[src/rtl/alu8_pkg.sv]
package alu8_pkg;
  localparam int unsigned DW = 8;
  localparam int unsigned OPW = 4;

  typedef enum logic [OPW-1:0] {
    OP_ADD = 4'd0,
    OP_ADC = 4'd1,
    OP_SUB = 4'd2,
    OP_SBC = 4'd3,
    OP_CP  = 4'd4,
    OP_AND = 4'd5,
    OP_OR  = 4'd6,
    OP_XOR = 4'd7,
    OP_INC = 4'd8,
    OP_DEC = 4'd9
  } alu_op_e;

  localparam int unsigned FL_S  = 7;
  localparam int unsigned FL_Z  = 6;
  localparam int unsigned FL_X5 = 5;
  localparam int unsigned FL_H  = 4;
  localparam int unsigned FL_X3 = 3;
  localparam int unsigned FL_PV = 2;
  localparam int unsigned FL_N  = 1;
  localparam int unsigned FL_C  = 0;

  typedef enum logic [1:0] {
    LG_AND = 2'd0,
    LG_OR  = 2'd1,
    LG_XOR = 2'd2
  } logic_sel_e;
endpackage

[src/rtl/alu8_addsub.sv]
module alu8_addsub #(
  parameter int unsigned W  = 8,
  parameter int unsigned HB = 4
) (
  input  logic [W-1:0] a_i,
  input  logic [W-1:0] b_i,
  input  logic         cb_i,
  input  logic         sub_i,
  output logic [W-1:0] sum_o,
  output logic         cy_o,
  output logic         half_o,
  output logic         ovf_o
);
  localparam int unsigned MW = W - 1 - HB;

  logic [W-1:0]  bx;
  logic          cx;
  logic [HB:0]   lo;
  logic [MW:0]   mid;
  logic [1:0]    top;

  always_comb begin
    bx  = sub_i ? ~b_i : b_i;
    cx  = sub_i ? ~cb_i : cb_i;
    lo  = {1'b0, a_i[HB-1:0]} + {1'b0, bx[HB-1:0]} + {{HB{1'b0}}, cx};
    mid = {1'b0, a_i[W-2:HB]} + {1'b0, bx[W-2:HB]} + {{MW{1'b0}}, lo[HB]};
    top = {1'b0, a_i[W-1]} + {1'b0, bx[W-1]} + {1'b0, mid[MW]};
    sum_o  = {top[0], mid[MW-1:0], lo[HB-1:0]};
    cy_o   = sub_i ? ~top[1] : top[1];
    half_o = sub_i ? ~lo[HB] : lo[HB];
    ovf_o  = mid[MW] ^ top[1];
  end
endmodule

[src/rtl/alu8_logic.sv]
module alu8_logic
  import alu8_pkg::*;
#(
  parameter int unsigned W = 8
) (
  input  logic [W-1:0] a_i,
  input  logic [W-1:0] b_i,
  input  logic_sel_e   sel_i,
  output logic [W-1:0] res_o,
  output logic         even_o
);
  logic [W:0] fold;

  always_comb begin
    unique case (sel_i)
      LG_AND:  res_o = a_i & b_i;
      LG_OR:   res_o = a_i | b_i;
      default: res_o = a_i ^ b_i;
    endcase
  end

  assign fold[0] = 1'b1;
  for (genvar i = 0; i < W; i++) begin : g_par
    assign fold[i+1] = fold[i] ^ res_o[i];
  end
  assign even_o = fold[W];
endmodule

[src/rtl/alu8_core.sv]
module alu8_core
  import alu8_pkg::*;
(
  input  logic [7:0] acc_i,
  input  logic [7:0] opnd_i,
  input  logic       cin_i,
  input  logic [3:0] op_i,
  output logic [7:0] res_o,
  output logic       wr_o,
  output logic [7:0] flags_o
);
  alu_op_e     op_e;
  logic [DW-1:0] as_b;
  logic        as_c;
  logic        as_sub;
  logic [DW-1:0] as_sum;
  logic        as_cy, as_half, as_ovf;
  logic_sel_e  lg_sel;
  logic [DW-1:0] lg_res;
  logic        lg_even;
  logic        is_arith, is_logic, is_step, defined;

  assign op_e = alu_op_e'(op_i);

  always_comb begin
    as_b   = opnd_i;
    as_c   = 1'b0;
    as_sub = 1'b0;
    lg_sel = LG_XOR;
    unique case (op_e)
      OP_ADC: as_c = cin_i;
      OP_SUB, OP_CP: as_sub = 1'b1;
      OP_SBC: begin as_sub = 1'b1; as_c = cin_i; end
      OP_INC: as_b = DW'(1);
      OP_DEC: begin as_b = DW'(1); as_sub = 1'b1; end
      OP_AND: lg_sel = LG_AND;
      OP_OR:  lg_sel = LG_OR;
      default: ;
    endcase
  end

  alu8_addsub #(.W(DW), .HB(4)) u_as (
    .a_i(acc_i), .b_i(as_b), .cb_i(as_c), .sub_i(as_sub),
    .sum_o(as_sum), .cy_o(as_cy), .half_o(as_half), .ovf_o(as_ovf)
  );

  alu8_logic #(.W(DW)) u_lg (
    .a_i(acc_i), .b_i(opnd_i), .sel_i(lg_sel),
    .res_o(lg_res), .even_o(lg_even)
  );

  always_comb begin
    is_arith = op_i <= 4'd4;
    is_logic = (op_e == OP_AND) || (op_e == OP_OR) || (op_e == OP_XOR);
    is_step  = (op_e == OP_INC) || (op_e == OP_DEC);
    defined  = is_arith || is_logic || is_step;

    res_o   = acc_i;
    wr_o    = 1'b0;
    flags_o = '0;
    flags_o[FL_C] = cin_i;

    if (defined) begin
      res_o = is_logic ? lg_res : as_sum;
      wr_o  = (op_e != OP_CP);
      flags_o[FL_S]  = res_o[7];
      flags_o[FL_Z]  = ~|res_o;
      flags_o[FL_X5] = (op_e == OP_CP) ? opnd_i[5] : res_o[5];
      flags_o[FL_X3] = (op_e == OP_CP) ? opnd_i[3] : res_o[3];
      if (is_logic) begin
        flags_o[FL_H]  = (op_e == OP_AND);
        flags_o[FL_PV] = lg_even;
        flags_o[FL_N]  = 1'b0;
        flags_o[FL_C]  = 1'b0;
      end else begin
        flags_o[FL_H]  = as_half;
        flags_o[FL_PV] = as_ovf;
        flags_o[FL_N]  = as_sub;
        flags_o[FL_C]  = is_step ? cin_i : as_cy;
      end
    end
  end

  always_comb begin
    a_r1_zero_flag: assert (op_i > 4'd9 || flags_o[FL_Z] == (res_o == 8'h00));
    a_r3_add_overflow: assert (!(op_e == OP_ADD || op_e == OP_ADC) ||
      flags_o[FL_PV] == ((acc_i[7] == opnd_i[7]) && (res_o[7] != acc_i[7])));
    a_r5_cp_no_write: assert (op_e != OP_CP || !wr_o);
    a_r7_and_fixed: assert (op_e != OP_AND ||
      (flags_o[FL_H] && !flags_o[FL_N] && !flags_o[FL_C]));
    a_r8_parity: assert (!(op_e == OP_OR || op_e == OP_XOR) ||
      flags_o[FL_PV] == ~^res_o);
    a_r9_carry_kept: assert (!(op_e == OP_INC || op_e == OP_DEC) ||
      flags_o[FL_C] == cin_i);
    a_r10_unused_idle: assert (op_i <= 4'd9 ||
      (!wr_o && res_o == acc_i && flags_o == {7'd0, cin_i}));
    a_r11_write_strobe: assert (op_i > 4'd9 || op_e == OP_CP || wr_o);
  end
endmodule

[config.mk]
export PLATFORM = sky130hd
export DESIGN_NAME = alu8_core
export DESIGN_NICKNAME = d
export VERILOG_FILES = /design/src/rtl/alu8_pkg.sv /design/src/rtl/alu8_addsub.sv /design/src/rtl/alu8_logic.sv /design/src/rtl/alu8_core.sv
export SDC_FILE = /design/constraint.sdc
export NUM_CORES = 1
export LEC_CHECK = 0
export CORE_MARGIN = 2
export CORE_UTILIZATION = 55
export DETAILED_ROUTE_END_ITERATION = 10
export GPL_TIMING_DRIVEN = 0
export PLACE_DENSITY = 0.95
export SYNTH_ARGS = -nofsm -noshare
export SYNTH_HDL_FRONTEND = slang
export SYNTH_HIERARCHICAL = 1
export SYNTH_SLANG_ARGS = --single-unit
[constraint.sdc]
create_clock -name vclk -period 13.8
set_input_delay 2.07 -clock vclk [all_inputs]
set_output_delay 2.07 -clock vclk [all_outputs]
set_load 0.02 [all_outputs]
==> results.yml <==
run_status:
  status: "finished clean"
drt:
  drc: 0
  drt_wl_total_mm: 3.70
  ant_nets: 0
  num_vias: 1500
  routedWlPerCell_um: 13.9
  drtIter0Drc: 50
  drt_pass1_iterations: 4
  vias_per_cell: 5.64
worst_setup_path:
  startpoint_type: "input port"
  critical_path.slowest_cell: "clkdlybuf4s50_1"
  path_buf_inv: 5
  critical_path_arrival_ns: 7.01
  cp_slowest_stage_delay_ns: 0.64
  cp.required_ns: 11.73
  end_kind: "output pin"
  critical_path.cell_chain: "clkdlybuf4s50_1 -> buf_2 -> nor3b_2 -> or2_2 -> xnor2_1 -> fa_1 -> inv_1 -> fa_1 -> nand3_1 -> nand2_1 -> fa_1 -> a21o_1 -> a21oi_2 -> fa_1 -> inv_1 -> o21ai_0 -> a31oi_1 -> clkdlybuf4s50_1"
  worstSetupPathDepth: 18
  cp_top_family: "buffers and inverters"
  critPathCapture: "res_o[7]"
  cp_max_fo: 10
  worstSetupPathType: "input port to output pin"
  cp_common_cell: "fa_1"
  crit_start: "op_i[3]"
placed_design:
  place_area_mm2: 0.00184
  io_buffers: 36
  place_inst: 266
  dp_hpwl_mm: 2.91
  place_congestion: 0.817
global_routing:
  grt_pass1_wl_mm: 5.87
  grt_usage: 0.260
  overflow: 0
  grt_pass1_vias: 1378
  antenna_found_initial: 0
  grt_max_degree: 11
synthesis:
  syn_area_mm2: 0.00144
  netlist_instances: 200
  synth.largest_area_cell: "ha_1"
  synth_cell_type_count: 41
  synth.area.top_cells: "ha_1 18%, fa_1 6.9%, xor2_1 6.7%"
  synth_nets: 247
  avgSynthCellArea_um2: 7.21
  yosys.area.top_type_share: 0.182
  synth_warnings: 6
  synth-seq-area-share: 0
timing:
  finalCritPeriodShare: 0.658
  period_needed_ns: 9.08
  report.final.slew_viol_count: 0
  slew_headroom: 0.568
  worstMarginPinSlew_ns: 0.645
  setup_viol: 0
  max_freq_mhz: 110
  rsz0062_at_grt: "false"
  hold_viol: 0
  finalSetupTns_ns: 0
layout:
  final_common_cell: "clkdlybuf4s50_1"
  fill_cells: 197
  drive_gt1_frac: 0.106
  antennaDiodeCount: 0
  final_nets: 285
  nClkBuffers: 0
  multi_input_area_mm2: 0.00127
  area_growth_pct: 27.6
  seqCellArea_um2: 0
  final_cell_mix: "36 x clkdlybuf4s50_1, 23 x inv_1, 21 x ha_1, 15 x nor2_1, 14 x nand2_1"
  final_cell_count_no_fill: 266
  seq_cells: 0
  fin_area_mm2: 0.00184
die:
  pin_count: 38
  dieArea_mm2: 0.00305
  fp.dieH_um: 55.2
  core_mm2: 0.00248
  start_util: 0.582
  fp.dieW_um: 55.2
  num_rows: 18
power_and_ir_drop:
  finalPower_w: 0.000117
  irDropWorstVdd_mv: 0.0564
  powerDensity_mw_per_mm2: 63.6
  power.leakage_nw: 0.860
job:
  maxCapViolCount: 0
clock_tree:
  cts_resized: 0
  hold_buffers: 0
  cts_post_setup_buffers_inserted: 0
worst_hold_path:
  hold_path_class: "input port to output pin"
per-stage QoR:
stage	setup WS, ns	util	hold slack (ns)
2_1_floorplan	6.08	-	4.32
3_3_place_gp	4.88	0.742	4.99
3_5_place_dp	4.81	0.742	5.01
4_1_cts	4.79	0.742	5.01
5_1_grt	4.50	0.742	5.04
6_report	4.72	0.742	5.00
synth_stat cells, drive strengths merged:
cell type  count
or4b           1
nand3b         2
or2            2
or3            1
or2b           1
o211a          1
a22oi          1
nand4          1
mux2           2
xor2          11
nor2b          8
a31oi          9
fa             5
buf           12
nor2          15
inv           23
ha            21
nor3b          2
nor3           3
xnor2          7
o211ai         1
nor4           2
o21a           1
mux2i          3
nand2b         1
and3           1
and2           4
o21ai         20
nand2         14
xnor3          2
o21bai         1
a21oi          8
o31ai          4
nand3          9
a21o           1
per-layer routing:
layer | vias to the layer above | part of all wire | GRT usage
met5 | - | 0 | 0
met4 | 0 | 0.012 | 0.0447
met3 | 5 | 0.044 | 0.0134
met2 | 42 | 0.50 | 0.468
met1 | 703 | 0.44 | 0.346
li1 | 750 | - | -
worst min path at each step:
stage / cells after the start / slack [ns] / start / end
final: 4 / 5.00 / op_i[0] / flags_o[4]
after CTS: 4 / 5.01 / op_i[0] / flags_o[3]
after global routing: 4 / 5.04 / op_i[0] / flags_o[3]
after global placement: 4 / 4.99 / op_i[0] / flags_o[4]
after floorplan: 2 / 4.32 / acc_i[0] / res_o[0]
after detailed placement: 4 / 5.01 / op_i[0] / flags_o[3]
logic make-up after synthesis:
logic type      Yosys count  synth area share
mux                       5            0.0365
compound gates           47             0.209
xor+xnor                 20             0.141
simple gates             67             0.244
fa+ha+maj                26             0.252
buf+inv                  35             0.118
where the power goes:
| group | switching, W | internal, W | total, W |
|---|---|---|---|
| clock network | 0 | 0 | 0 |
| logic | 0.0000611 | 0.0000558 | 0.000117 |
| registers | 0 | 0 | 0 |
cell type report:
class	instances	share of cell area
Inverter	23	0.0469
Buffer	12	0.0456
Timing Repair Buffer	36	0.196
Multi-Input combinational cell	165	0.691
Tap cell	30	0.0204
worst min-delay path: stages:
cell	delay (ns)
buf_6	0.11
or2b_1	0.15
o21ai_0	0.07
clkdlybuf4s50_1	0.53
Note: power is estimated with default switching activity, not from simulation.
